<file path="src/rtl/irq_sync.sv">
module irq_sync #(
  parameter int STAGES = 2
) (
  input  logic clk,
  input  logic rst,
  input  logic d_async,
  output logic d_sync
);
  logic [STAGES-1:0] chain;

  always_ff @(posedge clk) begin
    if (rst) chain <= '0;
    else     chain <= {chain[STAGES-2:0], d_async};
  end

  assign d_sync = chain[STAGES-1];
endmodule

</file>
<file path="src/rtl/irq_regs.sv">
module irq_regs #(
  parameter int LVL_W = 3,
  parameter int VEC_W = 8
) (
  input  logic             clk,
  input  logic             rst,
  input  logic             lvl_we,
  input  logic [LVL_W-1:0] lvl_wdata,
  input  logic             vec_we,
  input  logic [VEC_W-1:0] vec_wdata,
  output logic [LVL_W-1:0] lvl_q,
  output logic [VEC_W-1:0] vec_q
);
  always_ff @(posedge clk) begin
    if (rst) begin
      lvl_q <= '0;
      vec_q <= '0;
    end else begin
      if (lvl_we) lvl_q <= lvl_wdata;
      if (vec_we) vec_q <= vec_wdata;
    end
  end
endmodule

</file>
<file path="src/rtl/irq_req_gen.sv">
module irq_req_gen #(
  parameter int LVL_W = 3,
  localparam int NLVL = (1 << LVL_W) - 1
) (
  input  logic             clk,
  input  logic             rst,
  input  logic             rdy_s,
  input  logic [LVL_W-1:0] lvl_q,
  output logic [NLVL-1:0]  irq_req
);
  for (genvar g = 0; g < NLVL; g++) begin : g_line
    always_ff @(posedge clk) begin
      if (rst) irq_req[g] <= 1'b0;
      else     irq_req[g] <= rdy_s && (lvl_q == LVL_W'(g + 1));
    end
  end
endmodule

</file>
<file path="src/rtl/irq_ack_unit.sv">
module irq_ack_unit #(
  parameter int LVL_W = 3,
  parameter int VEC_W = 8,
  localparam int NLVL = (1 << LVL_W) - 1
) (
  input  logic             clk,
  input  logic             rst,
  input  logic             iack_stb,
  input  logic [LVL_W-1:0] iack_lvl,
  input  logic [LVL_W-1:0] lvl_q,
  input  logic [VEC_W-1:0] vec_q,
  input  logic [NLVL-1:0]  irq_req,
  output logic [VEC_W-1:0] iack_data,
  output logic             iack_done
);
  logic [NLVL:0] padded;
  logic          hit;

  assign padded = {irq_req, 1'b0};

  always_comb begin
    hit = iack_stb && (iack_lvl == lvl_q) && padded[lvl_q];
  end

  always_ff @(posedge clk) begin
    if (rst) begin
      iack_done <= 1'b0;
      iack_data <= '0;
    end else begin
      iack_done <= hit;
      iack_data <= hit ? vec_q : '0;
    end
  end
endmodule

</file>
<file path="src/rtl/rdy_irq_top.sv">
module rdy_irq_top #(
  parameter int LVL_W = 3,
  parameter int VEC_W = 8,
  parameter int SYNC_STAGES = 2,
  localparam int NLVL = (1 << LVL_W) - 1
) (
  input  logic             clk,
  input  logic             rst,
  input  logic             lvl_we,
  input  logic [LVL_W-1:0] lvl_wdata,
  input  logic             vec_we,
  input  logic [VEC_W-1:0] vec_wdata,
  input  logic             data_rdy_in,
  input  logic             iack_stb,
  input  logic [LVL_W-1:0] iack_lvl,
  output logic [NLVL-1:0]  irq_req,
  output logic [VEC_W-1:0] iack_data,
  output logic             iack_done
);
  logic             rdy_s;
  logic [LVL_W-1:0] lvl_q;
  logic [VEC_W-1:0] vec_q;

  irq_sync #(.STAGES(SYNC_STAGES)) u_sync (
    .clk(clk), .rst(rst), .d_async(data_rdy_in), .d_sync(rdy_s)
  );

  irq_regs #(.LVL_W(LVL_W), .VEC_W(VEC_W)) u_regs (
    .clk(clk), .rst(rst),
    .lvl_we(lvl_we), .lvl_wdata(lvl_wdata),
    .vec_we(vec_we), .vec_wdata(vec_wdata),
    .lvl_q(lvl_q), .vec_q(vec_q)
  );

  irq_req_gen #(.LVL_W(LVL_W)) u_req (
    .clk(clk), .rst(rst), .rdy_s(rdy_s), .lvl_q(lvl_q), .irq_req(irq_req)
  );

  irq_ack_unit #(.LVL_W(LVL_W), .VEC_W(VEC_W)) u_ack (
    .clk(clk), .rst(rst),
    .iack_stb(iack_stb), .iack_lvl(iack_lvl),
    .lvl_q(lvl_q), .vec_q(vec_q), .irq_req(irq_req),
    .iack_data(iack_data), .iack_done(iack_done)
  );
endmodule

</file>
<file path="config.mk">
export PLATFORM = sky130hd
export DESIGN_NAME = rdy_irq_top
export DESIGN_NICKNAME = d
export VERILOG_FILES = /design/src/rtl/irq_sync.sv /design/src/rtl/irq_regs.sv /design/src/rtl/irq_req_gen.sv /design/src/rtl/irq_ack_unit.sv /design/src/rtl/rdy_irq_top.sv
export SDC_FILE = /design/constraint.sdc
export NUM_CORES = 1
export LEC_CHECK = 0
export CAP_MARGIN = 20
export CORE_MARGIN = 2
export CORE_UTILIZATION = 65
export CTS_BUF_LIST = sky130_fd_sc_hd__clkbuf_8
export CTS_CLUSTER_DIAMETER = 30
export CTS_CLUSTER_SIZE = 40
export DETAILED_ROUTE_END_ITERATION = 10
export DONT_BUFFER_PORTS = 1
export HOLD_SLACK_MARGIN = 0.12
export PLACE_DENSITY = 0.83
export SYNTH_ARGS = -nofsm -noshare
export SYNTH_HDL_FRONTEND = slang
export SYNTH_HIERARCHICAL = 1
export SYNTH_SLANG_ARGS = --single-unit
export TNS_END_PERCENT = 10
</file>
<file path="constraint.sdc">
create_clock -name clk -period 2.31 [get_ports clk]
set_input_delay 0.462 -clock clk [delete_from_list [all_inputs] [get_ports clk]]
set_output_delay 0.462 -clock clk [all_outputs]
set_load 0.01 [all_outputs]
</file>
==> results.yml <==
drt:
  wl_per_cell_um: 15.9
  drt-initial-drc-count: 11
  drc_errors: 0
  vias: 715
  final_antenna_net_count: 0
  first_pass_iters: 4
  drt-vias-per-instance: 5.91
  routed_wl_mm: 1.92
cts:
  htree_num_levels: 2
  cts_resized: 0
  cts_tree: "done"
  cts_buffers: 5
  clkLatencyLatePin_ns: 0.27
  clkSlewWorstSetupHoldPaths_ns: 0.06
  clock_path_buffers: 2
  clock-sinks: 29
  cts_setup_buffers: 0
  hold_buffers: 0
  cts_root_buffer: "clkbuf_8"
synthesis:
  synth.avg_cell_area_um2: 10.3
  synth_compound_area_frac: 0.0938
  ys_seq_elements: 29
  synthDominantCellAreaShare: 0.551
  synth_fp_nets: 122
  yosysSeqAreaShare: 0.551
  synth_area_leaders: "dfxtp_1, mux2i_1, a211oi_1"
  synth_top_family_by_area: "simple AND/OR/NAND/NOR gates"
  muxShareOfSynthArea: 0.124
  synthAdderAreaFrac: 0
  yosysTopAreaCell: "dfxtp_1"
  synthCells: 102
  ys_warn_count: 6
  syn-cell-area_um2: 1050
  synthDistinctLibCells: 21
  synth-xor-area-share: 0.00831
  synthSimpleGateAreaFrac: 0.189
finish:
  post-route-util: 0.742
  n_antenna_cell: 0
  areaGrowthSynthToFinish_pct: 6.06
  drive_gt1_frac: 0.0571
  nFillCells: 104
  layout_common_cells: "dfxtp_1, nor2_1, mux2i_1"
  nets: 124
  final_common_cell: "dfxtp_1"
floorplan:
  top_level_ports: 36
  die_y_um: 44.3
  rows: 14
  die_w_um: 44.3
  die-area_um2: 1960
  start_util: 0.699
  core_area_um2: 1510
hold_path:
  worstHoldPathCells: 1
  min_path_type: "input pin to flop"
  hold_end: "u_regs/vec_q[3]"
  min_from: "rst"
worst_setup_path:
  r2r_start: "u_regs/lvl_q[1]"
  end_kind: "flop"
  reg2reg_depth: 3
  worstSetupPathType: "flop to flop"
  cp.arrival_ns: 1.66
  critical_path.max_fanout: 11
  reg2reg_setup_slack_ns: 0.78
  startpoint_type: "flop"
  r2r_end: "u_ack/iack_data[1]"
  crit_required_ns: 2.45
placed_design:
  pre_cts_ws_ns: 0.858
  finalWeightedCongestion: 0.745
  numPortBuffers: 0
  dp_hpwl_mm: 1.31
global_route:
  antenna_found_initial: 0
  grt_pass1_wl_mm: 2.96
  grt_pass1_vias: 670
  grt_remaining_overflow: 0
  grt_max_degree: 17
  grt_usage: 0.221
run:
  max_cap_viol_count: 0
sta:
  rsz0062_at_grt: "false"
  drv_slew: 0
  final.min_clock_period_ns: 1.53
  setup_tns_ns: 0
  post-route-period-util: 0.661
  hold_viol: 0
  setup_violations: 0
  clock.fmax_ghz: 0.655
  fin_ws_ns: 0.784
  fin_worst_skew_ns: 0.00647
  worst_pin_slew_ns: 0.603
  relSlewSlack: 0.595
power_and_ir_drop:
  power_leakage_nw: 0.414
  power_w: 0.000937
  vdd_ir_drop_max_v: 0.000678
  cellPowerDensity_nw_per_um2: 839
outcome:
  status: "complete, no violations"
[cell families (layout without fill, tap and decap cells)]
family | count (synthesis) | count (layout)
AOI/OAI and AO/OA | 13 | 13
DFF | 29 | 29
buffers and inverters | 5 | 8
xor gates and xnor gates | 1 | 1
and+or+nand+nor | 41 | 41
muxes | 13 | 13
[through the flow]
stage	hold slack, ns	instance area (um^2)	std cells
6_report	0.252	1120	121
5_1_grt	0.237	1120	121
4_1_cts	0.246	1120	121
3_5_place_dp	0.431	1040	113
3_3_place_gp	0.419	1040	113
2_1_floorplan	0.414	1050	102
[power by group]
group	internal [W]	switching, W
Combinational	0.0000209	0.0000216
Sequential	0.000514	0.0000134
Clock	0.000200	0.000167
Total	0.000735	0.000202
[sequential cells by signal, indices dropped and copies added, names as in the netlist]
name             flops
u_regs/lvl_q         3
u_sync/chain         2
u_ack/iack_done      1
u_regs/vec_q         8
u_ack/iack_data      8
u_req/irq_req        7
[worst max-delay path: stages (launching register included)]
cell	delay [ns]
dfxtp_1	0.51
or3b_1	0.40
a21oi_2	0.37
a211oi_1	0.11
[worst max path at each step]
| stage | startpoint | end | slack [ns] | depth (start not counted) |
|---|---|---|---|---|
| after floorplan | u_regs/lvl_q[1] | u_ack/iack_data[0] | 0.99 | 3 |
| after global placement | u_regs/lvl_q[1] | u_ack/iack_data[5] | 0.91 | 3 |
| after detailed placement | u_regs/lvl_q[1] | u_ack/iack_data[1] | 0.86 | 3 |
| after CTS | u_regs/lvl_q[1] | u_ack/iack_data[1] | 0.80 | 3 |
| after global routing | u_regs/lvl_q[1] | u_ack/iack_data[1] | 0.68 | 3 |
| final | u_regs/lvl_q[1] | u_ack/iack_data[1] | 0.78 | 3 |
[cell usage after synthesis (all sizes together)]
cell type,instances
nand3b,2
nand3,9
clkbuf,1
nand2,3
nor2,18
nand2b,2
o21ai,1
nor2b,3
dfxtp,29
or3b,2
a211o,1
mux2i,13
a21oi,1
and2,1
nor3,1
buf,4
xnor2,1
a211oi,9
o22a,1
[layout make-up]
cell class	count	area, um^2	area share
Multi-Input combinational cell	68	437	0.391
Clock buffer	5	68.8	0.0616
Tap cell	16	20.0	0.0179
Clock inverter	3	11.3	0.0101
Sequential cell	29	581	0.520
[routing by layer]
metal,wire (um),vias up,global-route usage
li1,-,360,-
met1,859,323,0.247
met2,873,30,0.332
met3,174,2,0.135
met4,17,0,0.109
met5,0,-,0
Power figures use the tool's default switching activity.
